==> src/rtl/fwd_pkg.sv <==
package fwd_pkg;

  // Operand source chosen for one execute-stage operand.
  typedef enum logic [1:0] {
    SRC_REGFILE = 2'd0,
    SRC_ALU     = 2'd1,
    SRC_LOAD    = 2'd2,
    SRC_ZERO    = 2'd3
  } src_sel_e;

endpackage

==> src/rtl/fwd_hit_detect.sv <==
module fwd_hit_detect
  import fwd_pkg::*;
#(
  parameter int IDX_W = 5
) (
  input  logic [IDX_W-1:0] src_idx,
  input  logic             wb_reg_we,
  input  logic             wb_flushed,
  input  logic             wb_is_load,
  input  logic [IDX_W-1:0] wb_rd_idx,
  output src_sel_e         sel
);

  logic idx_is_zero;
  logic idx_match;
  logic wb_live;

  always_comb begin
    idx_is_zero = (src_idx == '0);
    idx_match   = (src_idx == wb_rd_idx);
    wb_live     = wb_reg_we & ~wb_flushed;
  end

  // The zero register has the highest priority, then a live writeback match.
  always_comb begin
    if (idx_is_zero) begin
      sel = SRC_ZERO;
    end else if (wb_live && idx_match) begin
      sel = wb_is_load ? SRC_LOAD : SRC_ALU;
    end else begin
      sel = SRC_REGFILE;
    end
  end

endmodule

==> src/rtl/fwd_operand_mux.sv <==
module fwd_operand_mux
  import fwd_pkg::*;
#(
  parameter int XLEN = 32
) (
  input  src_sel_e        sel,
  input  logic [XLEN-1:0] rf_data,
  input  logic [XLEN-1:0] alu_data,
  input  logic [XLEN-1:0] load_data,
  output logic [XLEN-1:0] operand
);

  always_comb begin
    unique case (sel)
      SRC_ALU:  operand = alu_data;
      SRC_LOAD: operand = load_data;
      SRC_ZERO: operand = '0;
      default:  operand = rf_data;
    endcase
  end

endmodule

==> src/rtl/fwd_bypass_unit.sv <==
module fwd_bypass_unit
  import fwd_pkg::*;
#(
  parameter int XLEN  = 32,
  parameter int IDX_W = 5
) (
  input  logic [IDX_W-1:0] ex_rs1_idx,
  input  logic [IDX_W-1:0] ex_rs2_idx,
  input  logic [XLEN-1:0]  rf_rd1_data,
  input  logic [XLEN-1:0]  rf_rd2_data,
  input  logic             wb_reg_we,
  input  logic [IDX_W-1:0] wb_rd_idx,
  input  logic             wb_is_load,
  input  logic             wb_flushed,
  input  logic [XLEN-1:0]  wb_load_data,
  input  logic [XLEN-1:0]  wb_alu_result,
  output logic [XLEN-1:0]  ex_op1_data,
  output logic [XLEN-1:0]  ex_op2_data,
  output logic [XLEN-1:0]  ex_store_data
);

  localparam int NUM_SRC = 2;

  logic [NUM_SRC-1:0][IDX_W-1:0] src_idx;
  logic [NUM_SRC-1:0][XLEN-1:0]  rf_data;
  logic [NUM_SRC-1:0][XLEN-1:0]  opnd;
  src_sel_e                      sel [NUM_SRC];

  always_comb begin
    src_idx[0] = ex_rs1_idx;
    src_idx[1] = ex_rs2_idx;
    rf_data[0] = rf_rd1_data;
    rf_data[1] = rf_rd2_data;
  end

  // Each source resolves on its own, so both may hit the same destination.
  for (genvar g = 0; g < NUM_SRC; g++) begin : g_src
    fwd_hit_detect #(
      .IDX_W (IDX_W)
    ) hit_i (
      .src_idx    (src_idx[g]),
      .wb_reg_we  (wb_reg_we),
      .wb_flushed (wb_flushed),
      .wb_is_load (wb_is_load),
      .wb_rd_idx  (wb_rd_idx),
      .sel        (sel[g])
    );

    fwd_operand_mux #(
      .XLEN (XLEN)
    ) mux_i (
      .sel       (sel[g]),
      .rf_data   (rf_data[g]),
      .alu_data  (wb_alu_result),
      .load_data (wb_load_data),
      .operand   (opnd[g])
    );
  end

  always_comb begin
    ex_op1_data   = opnd[0];
    ex_op2_data   = opnd[1];
    ex_store_data = opnd[1];
  end

endmodule

==> config.mk <==
export PLATFORM = sky130hd
export DESIGN_NAME = fwd_bypass_unit
export DESIGN_NICKNAME = d
export VERILOG_FILES = /design/src/rtl/fwd_pkg.sv /design/src/rtl/fwd_hit_detect.sv /design/src/rtl/fwd_operand_mux.sv /design/src/rtl/fwd_bypass_unit.sv
export SDC_FILE = /design/constraint.sdc
export NUM_CORES = 1
export LEC_CHECK = 0
export BUFFER_PORTS_ARGS = -buffer_cell sky130_fd_sc_hd__buf_4
export CAP_MARGIN = 20
export CORE_AREA = 2 2 93 95
export DETAILED_ROUTE_END_ITERATION = 16
export DIE_AREA = 0 0 95 97
export GPL_TIMING_DRIVEN = 0
export MAX_ROUTING_LAYER = met4
export PLACE_DENSITY = 0.58
export SYNTH_ARGS = -nofsm -noshare
export SYNTH_HDL_FRONTEND = slang
export SYNTH_SLANG_ARGS = --single-unit
==> constraint.sdc <==
create_clock -name vclk -period 2.7
set_input_delay 0.675 -clock vclk [all_inputs]
set_output_delay 0.675 -clock vclk [all_outputs]
set_load 0.1 [all_outputs]
==> impl_results.md <==
* Outcome: finished, violations left
* Violations in the final reports: setup timing
* Post-layout net count at approximately 660
* Req. time, crit path at slightly above 2 ns
* Mean instance size in the synthesized netlist at 7.01 sq um
* Share of power burned in combinational logic at 100.0%
* Initial Util at about a fifth
* Antenna violations before repair at 0
* Worst setup margin at -0.340 ns
* Leakage power figure at just under 3 nW
* Most common cell after layout, fill and taps aside: sky130_fd_sc_hd__buf_4
* Wire length of the first global-routing pass at 20,200 um
* Crit end category: primary output
* Slew Viols, Final at 0
* Worst min-delay path endpoint: ex_op1_data[20]
* Critical Path Slowest Stage Cell: sky130_fd_sc_hd__a211oi_4
* Sw frac at 58.7%
* Commonest cells after routing, fill and taps aside: 150 x sky130_fd_sc_hd__buf_4, 135 x sky130_fd_sc_hd__buf_12, 64 x sky130_fd_sc_hd__a211oi_4
* Die Span X at 95 um
* Synth Instances at 243
* Floorplan Core Area at 8130 sq um
* Total cell area at the placement stage at 5170 sq um
* Hold violation total from the final report at 0
* Min-delay src: rf_rd1_data[20]
* Routed via count at roughly 3,200
* Number of antenna repair diodes at 0
* Iteration-0 DRC count of the detailed router at 91
* Count of different cell masters after synthesis at 12
* CP max stage delay at between 0.3 and 0.4 ns
* Detailed-routing iteration count for the pre-antenna-repair pass at 4
* Max-cap violations at 0
* Chip Height at 97 um
* RSZ-0062 raised after global routing: true
* Count of buffers from port buffering at 241
* Flip-flop and latch count at 0
* Transition time at the pin with the least slew margin at between 0.5 and 0.6 ns
* Achievable frequency at 329 MHz
* RePlAce Congestion at around 0.83
* Cells along the critical path: buf_8 > xor2_4 > nor4_4 > buf_6 > and2_4 > buf_8 > buf_12 > buf_16 > a211oi_4 > buf_12 > buf_12
* Worst Hold Class: in -> out
* Vias in the first global route at 3,598
* Startpoint kind of the worst setup timing path: input pin
* Instance count along the most critical hold path at 4
* Clock Power Share at 0%
* Part of the cycle the worst path needs at 113%
* Total power divided by cell area at 272 nW/um^2
* Worst voltage drop across the vdd grid at 0.226 mV
* Storage cell area at 0 sq um
* Final period demand of the worst path at 3.04 ns
* Area of the die at 9220 sq um
* Most numerous cell on the critical path: sky130_fd_sc_hd__buf_12
* Total congestion overflow after global routing at 0
* Synthesis Warnings at 0
* Register area share after synthesis at 0%
* Number of cell rows at 33
* Total of hold buffers inserted after clock tree synthesis at 0
* Synth Net Count at 389
* Wire length per cell at 23.2 um
* Final setup violation count at 96
* Worst Path Class, Setup: in -> out
* Largest net degree at the start of global routing at 11
* Largest driver fanout on the critical path at 6
* Layout area overhead at 328%
* Sequential cell fraction of total power at 0%
* Routed wire length at 14,300 um
* Worst slack at placement at -0.890 ns
* Crit path DAT at about 2.4 ns
* Post-DRT Antenna Nets at 0
* Overall global routing resource usage at 29.0%
* Number of DRC violations after detailed routing at 0
* Net Sw Power at around 0.0012 W
* Post-DP HPWL at between 9000 and 10,000 um
* Internal power at approximately 0.00082 W
* Clock Buffer Count at 0
* Cell area after synthesis at 1700 sq um
* Fraction of layout instances using a drive strength above 1 at 88.5%
* Top-Level Pins at 242
* Via-per-instance ratio at 5.16
* Post-layout instance area at approximately 7300 sq um
* Worst slew slack as a fraction of its limit at 59.8%
## through the flow
step / cells / total power [W] / hold WS [ns] / TNS (ns) / util (%)
floorplan: 243 / 0.00119 / 1.60 / -47.57 / -
finish: 619 / 0.00198 / 1.80 / -19.03 / 89.6
global placement: 589 / 0.00156 / 1.86 / -72.24 / 63.6
global route: 619 / 0.00203 / 1.81 / -24.83 / 89.6
detailed placement: 589 / 0.00157 / 1.86 / -71.57 / 63.6
CTS: 614 / 0.00190 / 1.80 / -20.99 / 85.1
## timing repair
| item | 4_1_cts | 5_1_grt |
|---|---|---|
| resized for setup | 347 | 73 |
| cloned | 6 | 3 |
| setup endpoints to repair | 96 | 96 |
| pin swaps | 48 | 33 |
| setup buffers | 19 | 10 |
## routing by layer
metal	wire, um	up-vias	part of all wire (%)	global-route usage, %
met5	0	-	0	-
li1	-	1389	-	-
met2	8060	186	56	52.7
met1	4680	1575	33	31.8
met3	1090	42	7.6	5.22
met4	516	0	3.6	7.92
## how the worst max path moves through the flow
stage / start / endpoint / slack, ns / cells past startpoint
6_report: ex_rs2_idx[4] / ex_store_data[27] / -0.34 / 11
2_1_floorplan: wb_rd_idx[2] / ex_store_data[12] / -0.71 / 6
4_1_cts: ex_rs2_idx[4] / ex_store_data[23] / -0.29 / 11
3_3_place_gp: ex_rs2_idx[1] / ex_store_data[18] / -0.89 / 7
5_1_grt: ex_rs2_idx[4] / ex_op2_data[19] / -0.38 / 11
3_5_place_dp: ex_rs2_idx[1] / ex_store_data[18] / -0.89 / 7
## synth_stat cells (all sizes together)
| master | count | area [sq um] |
|---|---|---|
| clkbuf | 10 | 37.5 |
| xor2 | 10 | 87.6 |
| nor2 | 4 | 15.0 |
| buf | 52 | 365 |
| or4 | 2 | 15.0 |
| nor4 | 2 | 42.5 |
| a21oi | 64 | 320 |
| mux2i | 32 | 320 |
| and2 | 2 | 12.5 |
| a211oi | 64 | 480 |
| nand2b | 1 | 6.26 |
## power by group through the flow
| stage | Combinational, W | Sequential, W | Clock, W |
|---|---|---|---|
| 3_3_place_gp | 0.00156 | 0 | 0 |
| 4_1_cts | 0.00190 | 0 | 0 |
| 5_1_grt | 0.00203 | 0 | 0 |
| 6_report | 0.00198 | 0 | 0 |
| 3_5_place_dp | 0.00157 | 0 | 0 |
| 2_1_floorplan | 0.00119 | 0 | 0 |
## logic make-up after synthesis
logic type | Yosys count | share of synthesized area [%]
AO/OA/AOI/OAI | 128 | 47.0
XOR/XNOR | 10 | 5.14
multiplexers | 32 | 18.8
buffers and inverters | 62 | 23.7
AND/OR/NAND/NOR | 11 | 5.36
## final cells by class
| class | count | area (sq um) |
|---|---|---|
| timing repair buffer | 273 | 3510 |
| multi-input combinational | 181 | 2590 |
| fill | 325 | 850 |
| buffer | 60 | 1060 |
| tap | 105 | 131 |
## worst max-delay path: cells and delay by family
family	cells	cell delay, ns
xor gates and xnor gates	1	0.17
buffers and inverters	7	0.97
AOI/OAI and AO/OA	1	0.34
and+or+nand+nor	2	0.20
No activity file was read; power rests on OpenSTA's default activity.
